## config.mk

```make
export PLATFORM = sky130hd
export DESIGN_NAME = sg_copy_engine
export DESIGN_NICKNAME = d
export VERILOG_FILES = /design/src/rtl/sg_copy_pkg.sv /design/src/rtl/sg_ctl_decode.sv /design/src/rtl/sg_word_walker.sv /design/src/rtl/sg_status_bits.sv /design/src/rtl/sg_copy_engine.sv
export SDC_FILE = /design/constraint.sdc
export NUM_CORES = 1
export LEC_CHECK = 0
export BUFFER_PORTS_ARGS = -buffer_cell sky130_fd_sc_hd__buf_2
export CAP_MARGIN = 20
export CORE_UTILIZATION = 45
export CTS_BUF_LIST = sky130_fd_sc_hd__clkbuf_8
export CTS_CLUSTER_DIAMETER = 50
export DETAILED_ROUTE_END_ITERATION = 7
export MAX_ROUTING_LAYER = met4
export PLACE_DENSITY = 0.65
export RECOVER_POWER = 100
export SLEW_MARGIN = 0
export SYNTH_ARGS = -nofsm -noshare
export SYNTH_HDL_FRONTEND = slang
export SYNTH_SLANG_ARGS = --single-unit
```

## constraint.sdc

```tcl
create_clock -name clk -period 3.4 [get_ports clk]
set_input_delay 0.68 -clock clk [delete_from_list [all_inputs] [get_ports clk]]
set_output_delay 0.68 -clock clk [all_outputs]
set_load 0.05 [all_outputs]
```

## src/rtl/sg_copy_pkg.sv

```systemverilog
// Shared types for the scatter-gather copy engine.
// Assumes a five-bit status vector with the bit order used at the top level.
package sg_copy_pkg;
    typedef enum logic [2:0] {
        ST_IDLE,
        ST_GET_SRC,
        ST_GET_DST,
        ST_GET_CTL,
        ST_CHECK,
        ST_READ,
        ST_WRITE
    } sg_state_e;

    localparam int STAT_W       = 5;
    localparam int STAT_RD_DONE = 0;
    localparam int STAT_WR_DONE = 1;
    localparam int STAT_RD_ERR  = 2;
    localparam int STAT_WR_ERR  = 3;
    localparam int STAT_SG_ERR  = 4;
endpackage

```

## src/rtl/sg_ctl_decode.sv

```systemverilog
// Splits a descriptor control word into its byte count and end-of-list flag,
// and flags a count that is zero or not a multiple of 2**ALIGN_LG.
// Assumes the end-of-list flag is the top bit of the word.
module sg_ctl_decode #(
    parameter int DW       = 32,
    parameter int CNT_W    = 18,
    parameter int ALIGN_LG = 8
) (
    input  logic [DW-1:0]    ctl_word,
    output logic [CNT_W-1:0] byte_cnt,
    output logic             end_flag,
    output logic             malformed
);
    logic unused_rsvd;

    // Field extraction; the reserved bits between count and flag are dropped.
    always_comb begin
        byte_cnt    = ctl_word[CNT_W-1:0];
        end_flag    = ctl_word[DW-1];
        unused_rsvd = ^ctl_word[DW-2:CNT_W];
        malformed   = (byte_cnt == '0) || (byte_cnt[ALIGN_LG-1:0] != '0);
    end
endmodule

```

## src/rtl/sg_word_walker.sv

```systemverilog
// Holds the source and destination addresses and the number of words left
// for the descriptor being copied. Assumes load and step never coincide.
module sg_word_walker #(
    parameter int AW    = 32,
    parameter int CNT_W = 18,
    parameter int WB    = 4
) (
    input  logic             clk,
    input  logic             rst_n,
    input  logic             load,
    input  logic [AW-1:0]    load_src,
    input  logic [AW-1:0]    load_dst,
    input  logic [CNT_W-1:0] load_bytes,
    input  logic             step,
    output logic [AW-1:0]    src_addr,
    output logic [AW-1:0]    dst_addr,
    output logic             final_word
);
    localparam int WB_LG = $clog2(WB);
    localparam int WL_W  = CNT_W - WB_LG;
    localparam logic [AW-1:0] WSTEP = AW'(WB);

    logic [WL_W-1:0] words_left;

    // Address and remaining-word bookkeeping for the current descriptor.
    always_ff @(posedge clk) begin
        if (!rst_n) begin
            src_addr   <= '0;
            dst_addr   <= '0;
            words_left <= '0;
        end else if (load) begin
            src_addr   <= load_src;
            dst_addr   <= load_dst;
            words_left <= load_bytes[CNT_W-1:WB_LG];
        end else if (step) begin
            src_addr   <= src_addr + WSTEP;
            dst_addr   <= dst_addr + WSTEP;
            words_left <= words_left - 1'b1;
        end
    end

    // Last-word indication for the descriptor in progress.
    always_comb final_word = (words_left == WL_W'(1));

    assert_no_underflow_R2: assert property (@(posedge clk) disable iff (!rst_n)
        step |-> (words_left != '0));
endmodule

```

## src/rtl/sg_status_bits.sv

```systemverilog
// Sticky status bits: a set input wins over a clear in the same cycle.
// Assumes clr_mask is only meaningful while clr is high.
module sg_status_bits #(
    parameter int W = 5
) (
    input  logic         clk,
    input  logic         rst_n,
    input  logic [W-1:0] set_vec,
    input  logic         clr,
    input  logic [W-1:0] clr_mask,
    output logic [W-1:0] status
);
    for (genvar b = 0; b < W; b++) begin : g_bit
        // One sticky, write-one-to-clear bit.
        always_ff @(posedge clk) begin
            if (!rst_n)                   status[b] <= 1'b0;
            else if (set_vec[b])          status[b] <= 1'b1;
            else if (clr && clr_mask[b])  status[b] <= 1'b0;
        end

        assert_sticky_R9: assert property (@(posedge clk) disable iff (!rst_n)
            (status[b] && !(clr && clr_mask[b])) |=> status[b]);
    end
endmodule

```

## src/rtl/sg_copy_engine.sv

```systemverilog
// Scatter-gather copy engine top. Reads three-word descriptors from a list,
// copies each one word by word through the read and write ports, and ends
// the list on an end-of-list descriptor, a malformed count or a port error.
// Assumes each port responds with a single-cycle ack while its req is held.
module sg_copy_engine
    import sg_copy_pkg::*;
#(
    parameter int AW       = 32,
    parameter int DW       = 32,
    parameter int CNT_W    = 18,
    parameter int ALIGN_LG = 8
) (
    input  logic              clk,
    input  logic              rst_n,
    input  logic [AW-1:0]     cfg_base,
    input  logic              cfg_start,
    input  logic              sts_clr,
    input  logic [STAT_W-1:0] sts_clr_mask,
    output logic [STAT_W-1:0] status,
    output logic              busy,
    output logic              irq,
    output logic              rd_req,
    output logic [AW-1:0]     rd_addr,
    input  logic              rd_ack,
    input  logic [DW-1:0]     rd_data,
    input  logic              rd_err,
    output logic              wr_req,
    output logic [AW-1:0]     wr_addr,
    output logic [DW-1:0]     wr_data,
    input  logic              wr_ack,
    input  logic              wr_err
);
    localparam int WB = DW / 8;
    localparam logic [AW-1:0] OFS_DST   = AW'(WB);
    localparam logic [AW-1:0] OFS_CTL   = AW'(2 * WB);
    localparam logic [AW-1:0] DESC_STEP = AW'(3 * WB);

    sg_state_e         state_q;
    logic [AW-1:0]     ptr_q;
    logic [AW-1:0]     src_w_q;
    logic [AW-1:0]     dst_w_q;
    logic [DW-1:0]     ctl_w_q;
    logic [DW-1:0]     data_q;
    logic              irq_q;

    logic [CNT_W-1:0]  byte_cnt;
    logic              end_flag;
    logic              malformed;
    logic [AW-1:0]     cur_src;
    logic [AW-1:0]     cur_dst;
    logic              final_word;
    logic              walk_load;
    logic              walk_step;

    logic              rd_fail;
    logic              wr_fail;
    logic              sg_fail;
    logic              list_ok;
    logic              end_evt;
    logic [STAT_W-1:0] set_vec;

    sg_ctl_decode #(.DW(DW), .CNT_W(CNT_W), .ALIGN_LG(ALIGN_LG)) u_decode (
        .ctl_word  (ctl_w_q),
        .byte_cnt  (byte_cnt),
        .end_flag  (end_flag),
        .malformed (malformed)
    );

    sg_word_walker #(.AW(AW), .CNT_W(CNT_W), .WB(WB)) u_walker (
        .clk        (clk),
        .rst_n      (rst_n),
        .load       (walk_load),
        .load_src   (src_w_q),
        .load_dst   (dst_w_q),
        .load_bytes (byte_cnt),
        .step       (walk_step),
        .src_addr   (cur_src),
        .dst_addr   (cur_dst),
        .final_word (final_word)
    );

    sg_status_bits #(.W(STAT_W)) u_status (
        .clk      (clk),
        .rst_n    (rst_n),
        .set_vec  (set_vec),
        .clr      (sts_clr),
        .clr_mask (sts_clr_mask),
        .status   (status)
    );

    // Port requests and addresses decoded from the current state.
    always_comb begin
        rd_req  = 1'b0;
        rd_addr = ptr_q;
        unique case (state_q)
            ST_GET_SRC: begin rd_req = 1'b1; rd_addr = ptr_q; end
            ST_GET_DST: begin rd_req = 1'b1; rd_addr = ptr_q + OFS_DST; end
            ST_GET_CTL: begin rd_req = 1'b1; rd_addr = ptr_q + OFS_CTL; end
            ST_READ:    begin rd_req = 1'b1; rd_addr = cur_src; end
            default:    ;
        endcase
        wr_req  = (state_q == ST_WRITE);
        wr_addr = cur_dst;
        wr_data = data_q;
        busy    = (state_q != ST_IDLE);
        irq     = irq_q;
    end

    // End-of-list events and the status bits they set.
    always_comb begin
        rd_fail   = rd_req && rd_ack && rd_err;
        wr_fail   = wr_req && wr_ack && wr_err;
        sg_fail   = (state_q == ST_CHECK) && malformed;
        walk_load = (state_q == ST_CHECK) && !malformed;
        walk_step = wr_req && wr_ack && !wr_err;
        list_ok   = walk_step && final_word && end_flag;
        end_evt   = rd_fail || wr_fail || sg_fail || list_ok;
        set_vec               = '0;
        set_vec[STAT_RD_DONE] = list_ok;
        set_vec[STAT_WR_DONE] = list_ok;
        set_vec[STAT_RD_ERR]  = rd_fail;
        set_vec[STAT_WR_ERR]  = wr_fail;
        set_vec[STAT_SG_ERR]  = sg_fail;
    end

    // Sequencer: descriptor fetch, check, then read/write per word.
    always_ff @(posedge clk) begin
        if (!rst_n) begin
            state_q <= ST_IDLE;
            ptr_q   <= '0;
            src_w_q <= '0;
            dst_w_q <= '0;
            ctl_w_q <= '0;
            data_q  <= '0;
        end else begin
            unique case (state_q)
                ST_IDLE: if (cfg_start) begin
                    ptr_q   <= cfg_base;
                    state_q <= ST_GET_SRC;
                end
                ST_GET_SRC: if (rd_ack) begin
                    src_w_q <= rd_data;
                    state_q <= rd_err ? ST_IDLE : ST_GET_DST;
                end
                ST_GET_DST: if (rd_ack) begin
                    dst_w_q <= rd_data;
                    state_q <= rd_err ? ST_IDLE : ST_GET_CTL;
                end
                ST_GET_CTL: if (rd_ack) begin
                    ctl_w_q <= rd_data;
                    state_q <= rd_err ? ST_IDLE : ST_CHECK;
                end
                ST_CHECK: state_q <= malformed ? ST_IDLE : ST_READ;
                ST_READ: if (rd_ack) begin
                    data_q  <= rd_data;
                    state_q <= rd_err ? ST_IDLE : ST_WRITE;
                end
                ST_WRITE: if (wr_ack) begin
                    if (wr_err) begin
                        state_q <= ST_IDLE;
                    end else if (!final_word) begin
                        state_q <= ST_READ;
                    end else if (end_flag) begin
                        state_q <= ST_IDLE;
                    end else begin
                        ptr_q   <= ptr_q + DESC_STEP;
                        state_q <= ST_GET_SRC;
                    end
                end
                default: state_q <= ST_IDLE;
            endcase
        end
    end

    // One-cycle interrupt on any end of list.
    always_ff @(posedge clk) begin
        if (!rst_n) irq_q <= 1'b0;
        else        irq_q <= end_evt;
    end

    assert_one_port_R2: assert property (@(posedge clk) disable iff (!rst_n)
        !(rd_req && wr_req));
    assert_irq_pulse_R8: assert property (@(posedge clk) disable iff (!rst_n)
        irq |=> !irq);
    assert_irq_idle_R8: assert property (@(posedge clk) disable iff (!rst_n)
        irq |-> !busy);
    assert_rd_abort_R5: assert property (@(posedge clk) disable iff (!rst_n)
        (rd_req && rd_ack && rd_err) |=> (!busy && status[STAT_RD_ERR]));
    assert_wr_abort_R6: assert property (@(posedge clk) disable iff (!rst_n)
        (wr_req && wr_ack && wr_err) |=> (!busy && status[STAT_WR_ERR]));
    assert_done_bits_R7: assert property (@(posedge clk) disable iff (!rst_n)
        list_ok |=> (status[STAT_RD_DONE] && status[STAT_WR_DONE] && irq));
    assert_start_ignored_R10: assert property (@(posedge clk) disable iff (!rst_n)
        (cfg_start && busy && state_q != ST_WRITE) |=> $stable(ptr_q));
    assert_idle_quiet_R11: assert property (@(posedge clk) disable iff (!rst_n)
        !busy |-> (!rd_req && !wr_req));
endmodule

```

Yosys cells after proc, flatten, opt, wreduce, memory -nomap -nowiden --
Cells that the tools add are included.
Word-level totals: output and inout port bits 105, word-level logic and storage cells 114, register bits 249
Cells by class: reduce and logical (&&, ||, !) cells 38, multiplexer cells 39, $add $sub $neg 6, equal/unequal tests 16
Operators with widths (number):
- 32-bit 2-to-1 mux | 9
- 32-bit by 3-bit adder with 32-bit output, second input constant | 3
- 32-bit case mux with 3 select lines | 1
- 32-bit by 4-bit adder with 32-bit output, second input constant | 2
- 32-bit case mux with 2 select lines | 1
- 3-bit 2-to-1 mux | 11
- 16-bit 2-to-1 mux | 2
- 3-bit case mux with 7 select lines | 1
- 18-bit zero test | 1
- 16-bit by 1-bit equality test with 1-bit output, second input constant | 1
- 16-bit by 1-bit subtractor with 16-bit output, second input constant | 1
- 1-bit logical AND | 14
- 2-bit inequality test, second input constant | 7
- 2-bit nonzero test | 7
- 1-bit 2-to-1 mux | 12
- 6-bit AND reduction | 2
- 3-bit equality test, second input constant | 3
- 2-bit AND reduction | 4
- 8-bit nonzero test | 1
- 3-bit by 2-bit equality test with 1-bit output, second input constant | 2
- 1-bit logical OR | 4
- 2-bit 2-to-1 mux | 2
- 2-bit by 1-bit inequality test with 1-bit output, second input constant | 2
- 4-bit OR reduction | 1
- other kinds (4) | 5

Depth between registers and ports, before layout --
depth in word-level cells 8, depth in mapped cells 8

Cells and area by module --
A second synthesis with hierarchy kept.
Unflattened totals: cells, all modules 1754, area, all modules 13065.0 µm²
Modules (own cells, without submodules):
- sg_copy_engine | area an instance 8144.1 µm², cells an instance 1134, times used 1, seq. area each 3283.1 µm²
- sg_word_walker | area an instance 4551.9 µm², cells an instance 574, times used 1, seq. area each 1601.5 µm²
- sg_ctl_decode | area an instance 193.9 µm², cells an instance 26, times used 1, seq. area each 0.0 µm²
- sg_status_bits | area an instance 175.2 µm², cells an instance 20, times used 1, seq. area each 100.1 µm²

Least setup slack after synthesis --
Ideal clock, no wire load.
path kind register -> output, start reg ptr_q[6], end out rd_addr[10], cell stages (with the launch flop) 6, arrival time 3.072 ns, setup slack -0.352 ns, cells stage by stage dfxtp_1 -> clkbuf_1 -> nand2_1 -> nor4_1 -> nor2_1 -> o311ai_0
Between the ends: word-level cells in the longest chain between the ends 2
RTL lines:
- start: declaration | RTL line sg_copy_engine.sv:39 | logic [AW-1:0] ptr_q;
- start signal: assignment | RTL line sg_copy_engine.sv:138 | ptr_q <= cfg_base;
- start signal: assignment | RTL line sg_copy_engine.sv:166 | ptr_q <= ptr_q + DESC_STEP;
- 32-bit by 4-bit adder with 32-bit output / 32-bit by 3-bit adder with 32-bit output (equally long branches) | RTL line sg_copy_engine.sv:98, sg_copy_engine.sv:97
- 32-bit case mux with 3 select lines * | RTL line sg_copy_engine.sv:95 | unique case (state_q)
- end: declaration | RTL line sg_copy_engine.sv:23 | output logic [AW-1:0] rd_addr,
Mark *: on every way between the ends. The rest lies on a longest branch, timed or not.

Worst setup path after layout --
start reg state_q[0], end reg ptr_q[29]
Between the ends: word-level cells in the longest chain between the ends 3
RTL lines:
- start: declaration | RTL line sg_copy_engine.sv:38 | sg_state_e state_q;
- start signal: assignment | RTL line sg_copy_engine.sv:143 | state_q <= rd_err ? ST_IDLE : ST_GET_DST;
- start signal: assignment | RTL line sg_copy_engine.sv:147 | state_q <= rd_err ? ST_IDLE : ST_GET_CTL;
- start signal: assignment | RTL line sg_copy_engine.sv:151 | state_q <= rd_err ? ST_IDLE : ST_CHECK;
- 3-bit equality test / 3-bit zero test (equally long branches) | RTL line sg_copy_engine.sv:136 | unique case (state_q)
- 2-bit by 1-bit inequality test with 1-bit output (no line), or another cell as far along
- 6-bit AND reduction (no line)
Several ways; a longest one is shown, not always the timed one. A chain may end at the register's enable or synchronous reset.

==> results.sh <==
export IMPL_finalHoldViolCount=0
export IMPL_ant_nets=0
export IMPL_gp_congestion=0.996
export IMPL_drive_gt1_share_pct=15.0
export IMPL_netlist_top_cells_count="nand2_1, dfxtp_1, a21oi_1"
export IMPL_setup_viol=0
export IMPL_yosysUniqueCellTypes=73
export IMPL_placed_area_um2=13700
export IMPL_grt_overflow=0
export IMPL_start_util_pct=46.0
export IMPL_cts_made_buffers=44
export IMPL_synth_top_family_by_area="simple AND/OR/NAND/NOR gates"
export IMPL_period_share_pct=97.1
export IMPL_synth_compound_area_share_pct=25.2
export IMPL_fin_area_um2=14500
export IMPL_required_ps=3900
export IMPL_grt_pass1_vias=12200
export IMPL_min_path_type="input pin to flip-flop"
export IMPL_cts_sinks=236
export IMPL_violations="capacitance limit, slew limit"
export IMPL_whs_ps=368
export IMPL_critical_path_max_fanout=22
export IMPL_synth_top_area_share_pct=38.1
export IMPL_ys_ff_latch=236
export IMPL_yosysMostFrequentCell="nand2_1"
export IMPL_yosys_area_share_adder_pct=0.808
export IMPL_multiInputGateArea_um2=7100
export IMPL_synthCells=1666
export IMPL_cts_tree="yes"
export IMPL_dp_hpwl_um=30700
export IMPL_core_um2=27000
export IMPL_utilization_pct=54.0
export IMPL_antenna_found_initial=0
export IMPL_synth_ff_type="dfxtp_1"
export IMPL_fin_crit_ps=3300
export IMPL_grtUsageMet2_pct=47.9
export IMPL_drcViolationCount=0
export IMPL_ff2ff_path_depth=8
export IMPL_leakage_nw=5.15
export IMPL_cp_startpoint="state_q[0]$_SDFFE_PN0P_"
export IMPL_r2r_start="state_q[0]$_SDFFE_PN0P_"
export IMPL_whs_path_depth=3
export IMPL_crit_path_end_kind="flip-flop"
export IMPL_r2r_setup_slack_ps=100
export IMPL_async_flop_share_pct=0
export IMPL_dr_pass1_iters=5
export IMPL_synth_xor_area_share_pct=1.91
export IMPL_syn_num_nets=1751
export IMPL_synthSimpleGateAreaFrac_pct=28.8
export IMPL_powerDensity_nw_per_um2=469
export IMPL_nets=1920
export IMPL_worstPathArrival_ps=3810
export IMPL_finClkSkew_ps=39.0
export IMPL_top_usage_layer="met2"
export IMPL_ys_seq_area_share_pct=38.1
export IMPL_dieArea_um2=28200
export IMPL_drv_slew=56
export IMPL_antennaDiodeCount=0
export IMPL_yosys_mux_area_fraction_pct=0.323
export IMPL_vias=13400
export IMPL_io_pins=182
export IMPL_chipHeight_um=168
export IMPL_ff_latch_area_um2=4750
export IMPL_std_cell_rows=60
export IMPL_use_met3_pct=4.49
export IMPL_hold_start="cfg_base[1]"
export IMPL_relSlewSlack_pct=-14.9
export IMPL_post_drt_wl_per_cell_um=19.7
export IMPL_htreeDepth=2
export IMPL_crit_type="flip-flop to flip-flop"
export IMPL_nFillCells=2760
export IMPL_rsz0062_at_grt="yes"
export IMPL_outcome="complete, but fails checks"
export IMPL_whs_endpoint="ptr_q[1]$_SDFFE_PN0P_"
export IMPL_grt_max_degree=65
export IMPL_avgSynthCellArea_um2=7.43
export IMPL_synth_warnings=0
export IMPL_power_mw=6.82
export IMPL_synth_area_top_cells="dfxtp_1, nand2_1, a21oi_1"
export IMPL_critPathLaunchType="flip-flop"
export IMPL_area_delta_synth_final_pct=17.5
export IMPL_synth_edf_count=0
export IMPL_fp_dieW_um=168
export IMPL_netlist_area_um2=12400
export IMPL_vias_per_cell=6.09
export IMPL_port_buffers=181
export IMPL_cts_root_buf="clkbuf_8"
export IMPL_drt_wl_total_um=43500
export IMPL_ir_drop_mv=0.300
export IMPL_path_clk_slew_ps=60
export IMPL_drtIter0Drc=1139
export IMPL_tightest_slew_ps=1720
export IMPL_synth_area_leader_cell="dfxtp_1"
export IMPL_clockBufferDepth=3
export IMPL_fmax_ghz=0.303
export IMPL_grt_use_total_pct=31.1
export IMPL_grt_use_met1_pct=42.1
export IMPL_hold_buffers=0
export IMPL_drv_cap=2
export IMPL_grt_pass1_wl_um=67900
export IMPL_r2r_end="ptr_q[29]$_SDFFE_PN0P_"
export IMPL_clock_latency_ps=590
-- worst max path at each step --
stage,to,slack [ps]
floorplan,rd_addr[27],110
global placement,rd_addr[29],460
detailed placement,rd_addr[27],430
CTS,rd_addr[26],10
global route,rd_addr[26],-30
finish,ptr_q[29]$_SDFFE_PN0P_,100
-- registers in the layout (all words and copies together) (netlist names) --
register	count
ctl_w_q	19
dst_w_q	32
irq	1
ptr_q	32
src_w_q	32
state_q	3
u_status.status	5
u_walker.dst_addr	32
u_walker.src_addr	32
u_walker.words_left	16
wr_data	32
-- layout by cell type, fill, tap and decap left out, drive strengths merged, types with 20 or more instances in the layout --
cell	netlist	routed
nand4	46	46
nor4	27	27
o211ai	20	20
o21ai	68	68
buf	20	142
or4	24	24
a21oi	216	216
nor3	31	31
dfxtp	236	236
clkbuf	111	163
nand2	382	382
a31oi	31	31
nor2	86	86
inv	17	31
nand3	63	63
-- metrics by stage --
stage | setup TNS [ps] | setup WS, ps | cells
floorplan | 0 | 109 | 1666
global placement | 0 | 455 | 2120
detailed placement | 0 | 430 | 2120
CTS | 0 | 12.6 | 2199
global route | -80.4 | -28.6 | 2204
finish | 0 | 97.9 | 2204
-- final cells by class --
class	count	share of cell area [%]
Clock buffer	51	4.82
Clock inverter	23	1.01
Inverter	18	0.499
Multi-Input combinational cell	1281	48.8
Sequential cell	236	32.6
Tap cell	341	2.93
Timing Repair Buffer	254	9.31
-- per-layer routing --
| layer | vias up | share of wire (%) |
|---|---|---|
| met4 | 0 | 2.3 |
| met1 | 6378 | 45 |
| met2 | 589 | 45 |
| li1 | 6373 | - |
| met3 | 81 | 7.9 |
| met5 | - | 0 |
-- power breakdown --
part           leakage [nW]  switching (mW)  total (mW)  internal, mW
clock                 0.483            1.25        2.69          1.44
sequential             1.91           0.128        3.00          2.87
combinational          2.75           0.790        1.13         0.338
-- what timing repair did --
action | 4_1_cts | 5_1_grt
resized for setup | 17 | 29
buffers inserted | 5 | 5
setup endpoints to repair | 14 | 15
pin swaps | 3 | 8
-- logic make-up (layout without fill, tap and decap cells) --
group / after synthesis / count (layout)
xor gates and xnor gates: 27 / 27
muxes: 4 / 4
adders and majority gates: 8 / 8
DFF: 236 / 236
and+or+nand+nor: 759 / 759
AOI/OAI and AO/OA: 483 / 483
buffers and inverters: 149 / 346
-- critical path, cell delays in order, from the launching register on --
cell	delay [ps]
dfxtp_2	380
buf_4	210
nand3b_1	240
buf_4	250
clkinv_1	180
clkbuf_1	1140
nand4_1	340
o31a_1	360
o211ai_1	150
Note: power is estimated with default switching activity, not from simulation.
